<file path="config.mk">
export PLATFORM = sky130hd
export DESIGN_NAME = dbs_ctrl
export DESIGN_NICKNAME = d
export VERILOG_FILES = /design/src/rtl/dbs_pkg.sv /design/src/rtl/dbs_wlanes.sv /design/src/rtl/dbs_rmerge.sv /design/src/rtl/dbs_ctrl.sv
export SDC_FILE = /design/constraint.sdc
export NUM_CORES = 1
export LEC_CHECK = 0
export BUFFER_PORTS_ARGS = -buffer_cell sky130_fd_sc_hd__buf_2
export CORE_UTILIZATION = 55
export DETAILED_ROUTE_END_ITERATION = 6
export PLACE_DENSITY = 0.87
export SKIP_LAST_GASP = 1
export SYNTH_ARGS = -nofsm -noshare
export SYNTH_HDL_FRONTEND = slang
export SYNTH_SLANG_ARGS = --single-unit
export TNS_END_PERCENT = 10
</file>
<file path="constraint.sdc">
create_clock -name clk -period 7.4 [get_ports clk]
set_input_delay 1.11 -clock clk [delete_from_list [all_inputs] [get_ports clk]]
set_output_delay 1.11 -clock clk [all_outputs]
set_load 0.1 [all_outputs]
</file>
<file path="src/rtl/dbs_pkg.sv">
package dbs_pkg;

    localparam int LANES  = 4;
    localparam int DATA_W = 8 * LANES;

    typedef enum logic [1:0] {
        ST_IDLE   = 2'd0,
        ST_STROBE = 2'd1,
        ST_GAP    = 2'd2
    } dbs_state_e;

    // decoded acknowledge: whether the cycle ends and the port width in bytes
    typedef struct packed {
        logic       fin;
        logic [2:0] pbytes;
    } ack_info_t;

    // size code -> byte count (00 means four)
    function automatic logic [2:0] code_to_bytes(input logic [1:0] code);
        return (code == 2'b00) ? 3'd4 : {1'b0, code};
    endfunction

    // byte count -> size code
    function automatic logic [1:0] bytes_to_code(input logic [2:0] n);
        return n[1:0];
    endfunction

    function automatic ack_info_t decode_ack(input logic [1:0] a_n);
        ack_info_t r;
        unique case (a_n)
            2'b10:   r = '{fin: 1'b1, pbytes: 3'd1};
            2'b01:   r = '{fin: 1'b1, pbytes: 3'd2};
            2'b00:   r = '{fin: 1'b1, pbytes: 3'd4};
            default: r = '{fin: 1'b0, pbytes: 3'd0};
        endcase
        return r;
    endfunction

endpackage

</file>
<file path="src/rtl/dbs_wlanes.sv">
module dbs_wlanes
    import dbs_pkg::*;
(
    input  logic [DATA_W-1:0] wbuf,
    input  logic [2:0]        remain,
    output logic [DATA_W-1:0] lanes
);
    // wbuf holds the untransferred bytes left-justified
    always_comb begin
        unique case (remain)
            3'd1:    lanes = {LANES{wbuf[DATA_W-1 -: 8]}};
            3'd2:    lanes = {2{wbuf[DATA_W-1 -: 16]}};
            3'd3:    lanes = {wbuf[DATA_W-1 -: 24], wbuf[DATA_W-17 -: 8]};
            default: lanes = wbuf;
        endcase
    end
endmodule

</file>
<file path="src/rtl/dbs_rmerge.sv">
module dbs_rmerge
    import dbs_pkg::*;
(
    input  logic [DATA_W-1:0] din,
    input  logic [1:0]        addr_lo,
    input  logic [2:0]        remain,
    input  logic [2:0]        pbytes,
    input  logic [DATA_W-1:0] acc,
    output logic [2:0]        take,
    output logic [DATA_W-1:0] acc_next
);
    logic [1:0]        pmask;
    logic [1:0]        off;
    logic [2:0]        room;
    logic [5:0]        sh_off;
    logic [5:0]        sh_keep;
    logic [5:0]        sh_take;
    logic [DATA_W-1:0] aligned;
    logic [DATA_W-1:0] piece;

    always_comb begin
        pmask   = pbytes[1:0] - 2'd1;
        off     = (pbytes == 3'd1) ? 2'd0 : (addr_lo & pmask);
        room    = pbytes - {1'b0, off};
        take    = (remain < room) ? remain : room;
        sh_off  = {1'b0, off, 3'b000};
        sh_keep = {(3'd4 - take), 3'b000};
        sh_take = {take, 3'b000};
        aligned = din << sh_off;
        piece   = aligned >> sh_keep;
        acc_next = (take == 3'd4) ? piece : ((acc << sh_take) | piece);
    end

    always_comb begin
        if (pbytes != 3'd0 && remain != 3'd0) begin
            assert_take_range_R8: assert (take != 3'd0 && take <= remain && take <= pbytes);
        end
    end
endmodule

</file>
<file path="src/rtl/dbs_ctrl.sv">
module dbs_ctrl
    import dbs_pkg::*;
#(
    parameter int ADDR_W = 32
) (
    input  logic              clk,
    input  logic              rst,
    input  logic              req,
    input  logic              req_write,
    input  logic [1:0]        req_size,
    input  logic [ADDR_W-1:0] req_addr,
    input  logic [31:0]       req_wdata,
    input  logic [1:0]        ack_n,
    input  logic [31:0]       bus_din,
    output logic [ADDR_W-1:0] bus_addr,
    output logic [1:0]        bus_size,
    output logic              bus_strobe,
    output logic              bus_read,
    output logic [31:0]       bus_dout,
    output logic              busy,
    output logic              done,
    output logic [31:0]       rd_data
);
    dbs_state_e        state_q;
    logic [ADDR_W-1:0] addr_q;
    logic [2:0]        remain_q;
    logic [DATA_W-1:0] wbuf_q;
    logic [DATA_W-1:0] acc_q;
    logic [DATA_W-1:0] rd_q;
    logic              wr_q;
    logic              done_q;

    ack_info_t         ack;
    logic [2:0]        take;
    logic [DATA_W-1:0] acc_next;
    logic              hit;
    logic              last;
    logic [2:0]        req_bytes;
    logic [5:0]        req_sh;
    logic [5:0]        take_sh;

    assign ack       = decode_ack(ack_n);
    assign hit       = (state_q == ST_STROBE) && ack.fin;
    assign last      = (remain_q == take);
    assign req_bytes = code_to_bytes(req_size);
    assign req_sh    = {(3'd4 - req_bytes), 3'b000};
    assign take_sh   = {take, 3'b000};

    dbs_rmerge u_merge (
        .din      (bus_din),
        .addr_lo  (addr_q[1:0]),
        .remain   (remain_q),
        .pbytes   (ack.pbytes),
        .acc      (acc_q),
        .take     (take),
        .acc_next (acc_next)
    );

    dbs_wlanes u_lanes (
        .wbuf   (wbuf_q),
        .remain (remain_q),
        .lanes  (bus_dout)
    );

    always_ff @(posedge clk) begin
        if (rst) begin
            state_q  <= ST_IDLE;
            addr_q   <= '0;
            remain_q <= '0;
            wbuf_q   <= '0;
            acc_q    <= '0;
            rd_q     <= '0;
            wr_q     <= 1'b0;
            done_q   <= 1'b0;
        end else begin
            done_q <= 1'b0;
            unique case (state_q)
                ST_IDLE: begin
                    if (req) begin
                        addr_q   <= req_addr;
                        remain_q <= req_bytes;
                        wbuf_q   <= req_wdata << req_sh;
                        acc_q    <= '0;
                        wr_q     <= req_write;
                        state_q  <= ST_STROBE;
                    end
                end
                ST_STROBE: begin
                    if (hit) begin
                        addr_q   <= addr_q + ADDR_W'(take);
                        remain_q <= remain_q - take;
                        wbuf_q   <= wbuf_q << take_sh;
                        acc_q    <= acc_next;
                        if (last) begin
                            if (!wr_q) rd_q <= acc_next;
                            done_q  <= 1'b1;
                            state_q <= ST_IDLE;
                        end else begin
                            state_q <= ST_GAP;
                        end
                    end
                end
                ST_GAP:  state_q <= ST_STROBE;
                default: state_q <= ST_IDLE;
            endcase
        end
    end

    assign bus_addr   = addr_q;
    assign bus_size   = bytes_to_code(remain_q);
    assign bus_strobe = (state_q == ST_STROBE);
    assign bus_read   = !wr_q;
    assign busy       = (state_q != ST_IDLE);
    assign done       = done_q;
    assign rd_data    = rd_q;

    assert_wait_hold_R2: assert property (@(posedge clk) disable iff (rst)
        bus_strobe && ack_n == 2'b11 |=> bus_strobe && $stable(bus_addr)
            && $stable(bus_size) && $stable(bus_dout));

    assert_gap_R10: assert property (@(posedge clk) disable iff (rst)
        bus_strobe && ack_n != 2'b11 |=> !bus_strobe);

    assert_addr_step_R5: assert property (@(posedge clk) disable iff (rst)
        bus_strobe && ack_n != 2'b11 && remain_q != take
            |=> bus_addr == $past(bus_addr) + ADDR_W'($past(take)));

    assert_done_pulse_R9: assert property (@(posedge clk) disable iff (rst)
        done |=> !done);

    assert_done_quiet_R9: assert property (@(posedge clk) disable iff (rst)
        done |-> !bus_strobe && !busy);

    assert_size_nonzero_R6: assert property (@(posedge clk) disable iff (rst)
        bus_strobe |-> remain_q != 3'd0);

endmodule

</file>
* After elaboration in Yosys (flattened, before gate mapping)
Index checks and enable logic that the tools add are counted.
Cells by class: reductions and logical operators 12, muxes and demuxes 23, magnitude comparators 1, equality and inequality tests 12, shifts and indexed selects 5, bitwise gates (word level) 5, $add $sub $neg 6
Operators by type and width (number):
- two-way mux 32 bit | 7
- one-hot mux 32 bit (2 select lines) | 3
- << shifter 32 x 6 -> 32 bit | 3
- one-hot mux 24 bit (3 select lines) | 1
- adder 32 x 3 -> 32 bit | 1
- OR 32 bit | 1
- << shifter 32 x 5 -> 32 bit | 1
- right shift 32 x 6 -> 32 bit | 1
- two-way mux 3 bit | 4
- one-hot mux 4 bit (3 select lines) | 1
- two-way mux 2 bit | 4
- equality test 3 x 1 -> 1 bit, second input constant | 2
- equality test 3 x 2 -> 1 bit, second input constant | 2
- logical NOT 2 bit | 3
- one-hot mux 2 bit (3 select lines) | 1
- one-hot mux 3 bit (2 select lines) | 1
- subtractor 3 bit, first input constant | 2
- equality test 2 x 1 -> 1 bit, second input constant | 2
- equality test 2 bit, second input constant | 2
- AND reduction 2 bit | 2
- AND reduction 4 bit | 1
- nonzero test 2 bit | 2
- equality test 3 bit | 1
- equality test 3 bit, second input constant | 1
- 13 further kinds | 15
Word-level totals: register bits 135, output and inout port bits 102, word-level logic and storage cells 72, bits of input ports 104

* Logic depth before layout (Yosys ltp)
depth in word-level cells 14, gate-level depth with buffers 30, gate-level depth less buffers 24

* Modules after synthesis
A second synthesis with hierarchy kept.
Second synthesis, totals: cell total of the unflattened synthesis 1215, area total of the unflattened synthesis 9427.8 sq um
By module, submodules not included:
- dbs_ctrl | instances 1, area an instance 6844.1 sq um, cells each 864, sequential area each 2702.6 sq um
- dbs_rmerge | instances 1, area an instance 1924.3 sq um, cells each 275, sequential area each 0.0 sq um
- dbs_wlanes | instances 1, area an instance 659.4 sq um, cells each 76, sequential area each 0.0 sq um

* Least setup slack after synthesis
No wires, ideal clock.
path kind input port to flip-flop, from in ack_n[0], to reg addr_q[24] (netlist: bus_addr[24]), slack 946 ps, required time 7314 ps, path buffers 4, data arrival time 6368 ps, stages on the path 27, library setup time 86 ps, cell sequence inv_1 -> ha_1 -> or3b_1 -> buf_2 -> inv_1 -> buf_2 -> ha_1 -> inv_1 -> ha_1 -> or3_4 -> nand2_1 -> ha_1 -> o21ba_2 -> o31ai_1 -> a21o_1 -> nand2_1 -> inv_2 -> buf_2 -> clkbuf_1 -> fa_1 -> nand2b_1 -> a211oi_1 -> nand3_1 -> nor2_1 -> a21o_1 -> a21oi_1 -> a211oi_1
Between the ends: longest elaborated chain between the ends 11, elaborated cells between the ends (all ways) 17, classes of those cells add/sub (3); order compare (1); eq/ne (4); mux (5); bitwise (1); reduce/logical (3)
Ends and longest elaborated chain:
- start: declaration | line dbs_ctrl.sv:13 | input logic [1:0] ack_n,
- equality test 2 x 1 -> 1 bit, or another cell as far along | line dbs_pkg.sv:30 | unique case (a_n)
- one-hot mux 4 bit (3 select lines) * | line dbs_pkg.sv:30
- subtractor 2 x 1 -> 2 bit | line dbs_rmerge.sv:22 | pmask = pbytes[1:0] - 2'd1;
- AND 2 bit | line dbs_rmerge.sv:23 | off = (pbytes == 3'd1) ? 2'd0 : (addr_lo & pmask);
- two-way mux 2 bit | line dbs_rmerge.sv:23
- subtractor 3 x 2 -> 3 bit | line dbs_rmerge.sv:24 | room = pbytes - {1'b0, off};
- < comparator 3 bit | line dbs_rmerge.sv:25 | take = (remain < room) ? remain : room;
- two-way mux 3 bit | line dbs_rmerge.sv:25
- adder 32 x 3 -> 32 bit | line dbs_ctrl.sv:90 | addr_q <= addr_q + ADDR_W'(take);
- two-way mux 32 bit | line dbs_ctrl.sv:89 | if (hit) begin
- one-hot mux 32 bit (2 select lines) | line dbs_ctrl.sv:77 | unique case (state_q)
- end signal: assignment | line dbs_ctrl.sv:80 | addr_q <= req_addr;
- end signal: assignment | line dbs_ctrl.sv:90
- end: declaration | line dbs_ctrl.sv:25 | logic [ADDR_W-1:0] addr_q;
Mark *: on every way between the ends. The rest lies on a longest branch, timed or not. The select of a mux whose other input is x is not followed. A chain may end at the register's enable or synchronous reset.

* Final worst setup path
from in ack_n[0], to reg acc_q[6]
Between the ends: longest elaborated chain between the ends 14, elaborated cells between the ends (all ways) 23, classes of those cells add/sub (3); order compare (1); eq/ne (5); shift (3); mux (6); bitwise (2); reduce/logical (3)
Ends and longest elaborated chain:
- equality test 2 x 1 -> 1 bit, or another cell as far along | line dbs_pkg.sv:30
- one-hot mux 4 bit (3 select lines) * | line dbs_pkg.sv:30
- subtractor 2 x 1 -> 2 bit | line dbs_rmerge.sv:22
- AND 2 bit | line dbs_rmerge.sv:23
- two-way mux 2 bit | line dbs_rmerge.sv:23
- subtractor 3 x 2 -> 3 bit | line dbs_rmerge.sv:24
- < comparator 3 bit | line dbs_rmerge.sv:25
- two-way mux 3 bit | line dbs_rmerge.sv:25
- subtractor 3 bit | line dbs_rmerge.sv:27 | sh_keep = {(3'd4 - take), 3'b000};
- right shift 32 x 6 -> 32 bit | line dbs_rmerge.sv:30 | piece = aligned >> sh_keep;
- OR 32 bit | line dbs_rmerge.sv:31 | acc_next = (take == 3'd4) ? piece : ((acc << sh_take) | piece);
- two-way mux 32 bit | line dbs_rmerge.sv:31
- two-way mux 32 bit | line dbs_ctrl.sv:89
- one-hot mux 32 bit (2 select lines) | line dbs_ctrl.sv:77
- end signal: assignment | line dbs_ctrl.sv:93 | acc_q <= acc_next;
- end: declaration | line dbs_ctrl.sv:28 | logic [DATA_W-1:0] acc_q;
Marks and branches as above.

==> qor.yml <==
clock_network:
  clockBufferDepth: 2
  cts_setup_buffers: 0
  cts.repair.resized: 0
  cts_buffers: 17
  post_cts_hold_buffer_count: 0
  h-tree-depth: 4
  clk_latency_ns: 0.42
  clockRootBuffer: "clkbuf_16"
  cts.clk_slew.worst_paths_ns: 0.06
  cts_tree: "done"
  clock_sinks: 135
sta:
  rsz0062_at_grt: "no"
  report.final.slew_viol_count: 0
  setup_tns_ns: 0
  fin_crit_sh: 0.914
  slew_headroom: 0.260
  finalHoldViolCount: 0
  tightest_slew_ns: 1.11
  clock_skew_ns: 0.00856
  timing.final.setup_violations: 0
  timing.fmax_ghz: 0.148
  finalCriticalPeriod_ns: 6.76
synth:
  synth-edff-count: 0
  ys_ff_latch: 135
  synthFlopType: "dfxtp_1"
  ys_warn_count: 0
  synth.distinct_cells: 61
  synth.avg_cell_area_um2: 7.53
  synth_area_um2: 9080
  syn_inst: 1206
  async_flop_share: 0
  seq_area_frac_synth: 0.298
  synth_nets: 1330
global_routing:
  antenna_found_initial: 0
  grt_pass1_wl_um: 47800
  grt_pass1_vias: 9066
  gr-total-overflow: 0
  grt_max_degree: 69
  grt_use_total: 0.360
cells_and_area:
  final_area_um2: 10600
  diodes: 0
  nNetsFinal: 1464
  utilization: 0.662
  stdcell_count: 1568
  fillers: 1425
  area_growth_pct: 16.7
  drive_above_1_share: 0.223
worst_setup_path:
  crit_arrival_ns: 7.08
  worstSetupEndpointType: "flip-flop"
  required_ns: 7.71
  startpoint_type: "primary input"
  worstSetupPathType: "primary input to flip-flop"
  reg2reg_slack_ns: 1.25
  cp_max_fo: 31
placed_design:
  port_buffers: 205
  dp_hpwl_um: 21400
  dp_cells: 1537
  dpl_cell_area_um2: 10100
  gp_congestion: 0.960
route:
  drt-initial-drc-count: 1201
  routed_wl_um: 30800
  routedWlPerCell_um: 19.7
  dr.pass1.iters: 5
  vias: 10239
  drc: 0
  antenna_left: 0
  routed_via_density: 6.53
die:
  start_util: 0.567
  placementRows: 46
  fp.dieW_um: 130
  die_height_um: 130
  die_area_um2: 17000
  core_area_um2: 16000
  pin_count: 206
power_and_ir_drop:
  total_leakage_power_nw: 4.47
  p_per_area_nw_per_um2: 335
  finalPower_mw: 3.55
  peakVddDrop_mv: 0.228
hold_path:
  min_path_type: "flip-flop to flip-flop"
job:
  cap_violations: 0
run_status:
  outcome: "finished, final reports clean"
==> critical path, stage by stage <==
cell and delay (ns):
buf_2 0.12, inv_1 0.08, ha_1 0.23, or3b_1 0.39
inv_1 0.07, buf_4 0.20, ha_1 0.19, inv_1 0.04
ha_1 0.19, or3_4 0.42, nand2_1 0.09, ha_1 0.24
o21ba_2 0.26, o31ai_1 0.12, a21o_1 0.24, nand2_1 0.07
buf_4 0.19, inv_2 0.27, ha_1 0.29, ha_1 0.21
nor2_1 0.13, buf_4 0.21, nand3_1 0.74, nor2_1 0.53
o21ai_0 0.12, a211oi_1 0.29
==> flip-flops by register name (all words and copies together), names as in the netlist <==
register  count
state_q       2
wbuf_q       32
wr_q          1
done          1
bus_addr     32
remain_q      3
rd_data      32
acc_q        32
==> cells in the final DEF (no fill, tap or decap), drive strengths merged, types with 3 or more instances in the layout <==
master / Yosys / routed
a22oi: 15 / 15
o31ai: 8 / 8
nor4: 11 / 11
ha: 18 / 18
inv: 21 / 21
o22a: 8 / 8
nor3: 53 / 53
or3: 5 / 5
clkinv: 1 / 6
o221a: 8 / 8
o2bb2ai: 8 / 8
o21ai: 58 / 58
and3: 13 / 13
dfxtp: 135 / 135
nand3: 56 / 56
mux2i: 78 / 78
a21oi: 109 / 109
a311oi: 18 / 18
a32oi: 6 / 6
or2: 3 / 3
o221ai: 16 / 16
buf: 38 / 223
nor2b: 4 / 4
a211oi: 47 / 47
nor2: 161 / 161
nand2b: 8 / 8
a21o: 14 / 14
mux2: 23 / 23
clkinvlp: 0 / 3
a221oi: 12 / 12
a31oi: 7 / 7
o22ai: 18 / 18
nand2: 117 / 117
o32ai: 3 / 3
nand4: 16 / 16
clkbuf: 70 / 22
==> power breakdown <==
| group | switching [mW] | internal, mW | leakage [nW] |
|---|---|---|---|
| Combinational | 1.40 | 0.449 | 3.10 |
| Sequential | 0.0985 | 0.806 | 1.10 |
| Clock | 0.322 | 0.474 | 0.262 |
| Total | 1.82 | 1.73 | 4.47 |
==> metal layers <==
metal  track usage  up-vias  part of all wire
met3        0.0741      122              0.10
li1              -     4725                 -
met5             0        -                 0
met1         0.453     4732              0.39
met2         0.582      660              0.46
met4         0.188        0             0.047
==> per-stage QoR <==
| stage | setup WS, ns | hold slack [ns] |
|---|---|---|
| after global routing | 0.220 | 0.491 |
| after CTS | 0.756 | 0.466 |
| after detailed placement | 0.472 | 0.459 |
| after floorplan | 0.946 | 0.448 |
| final | 0.635 | 0.466 |
| after global placement | 0.650 | 0.454 |
==> kinds of logic (layout without fill, tap and decap cells) <==
family | count (synthesis) | in the layout | synth area share
multiplexers | 101 | 101 | 0.115
buffers and inverters | 130 | 276 | 0.0638
adder cells (fa/ha/maj) | 20 | 20 | 0.0292
AO/OA/AOI/OAI | 365 | 365 | 0.267
AND/OR/NAND/NOR | 453 | 453 | 0.226
flip-flops | 135 | 135 | 0.298
XOR/XNOR | 2 | 2 | 0.00193
==> Yosys cell counts, types with 6 or more instances <==
library cell,instances,share of area
nor2_1,160,0.066
dfxtp_1,135,0.30
nand2_1,117,0.048
a21oi_1,108,0.060
mux2i_1,78,0.086
clkbuf_1,69,0.029
nand3_1,56,0.031
o21ai_0,55,0.030
nor3_1,49,0.027
a211oi_1,47,0.039
mux2_2,23,0.029
inv_1,20,0.0083
a311oi_1,18,0.017
ha_1,18,0.025
o22ai_1,18,0.012
buf_4,16,0.013
nand4_1,16,0.011
o221ai_1,16,0.015
a22oi_1,15,0.012
a21o_1,14,0.012
a221oi_1,12,0.012
and3_1,12,0.0083
buf_2,11,0.0061
nor4_1,11,0.0076
buf_1,9,0.0037
nand2b_1,8,0.0055
o221a_2,8,0.0099
o22a_1,8,0.0077
o2bb2ai_1,8,0.0077
o31ai_1,8,0.0066
a31oi_1,7,0.0048
a32oi_1,6,0.0058
==> cell type report <==
class                   count  area [um^2]  share of cell area
repair buffers            223         1160               0.110
clock inverters             9         77.6             0.00732
clock buffers              22          464              0.0438
well taps                 216          270              0.0255
inverters                  22         83.8             0.00791
multi-input cells         941         5830               0.551
flip-flops and latches    135         2700               0.255
==> final timing paths <==
check,start,endpoint,cells past startpoint
setup / recovery,ack_n[0],acc_q[6],26
setup reg to reg,bus_addr[0],acc_q[6],23
hold reg to reg,acc_q[28],acc_q[28],2
hold / removal,acc_q[28],acc_q[28],2
No activity file was read; power rests on OpenSTA's default activity.
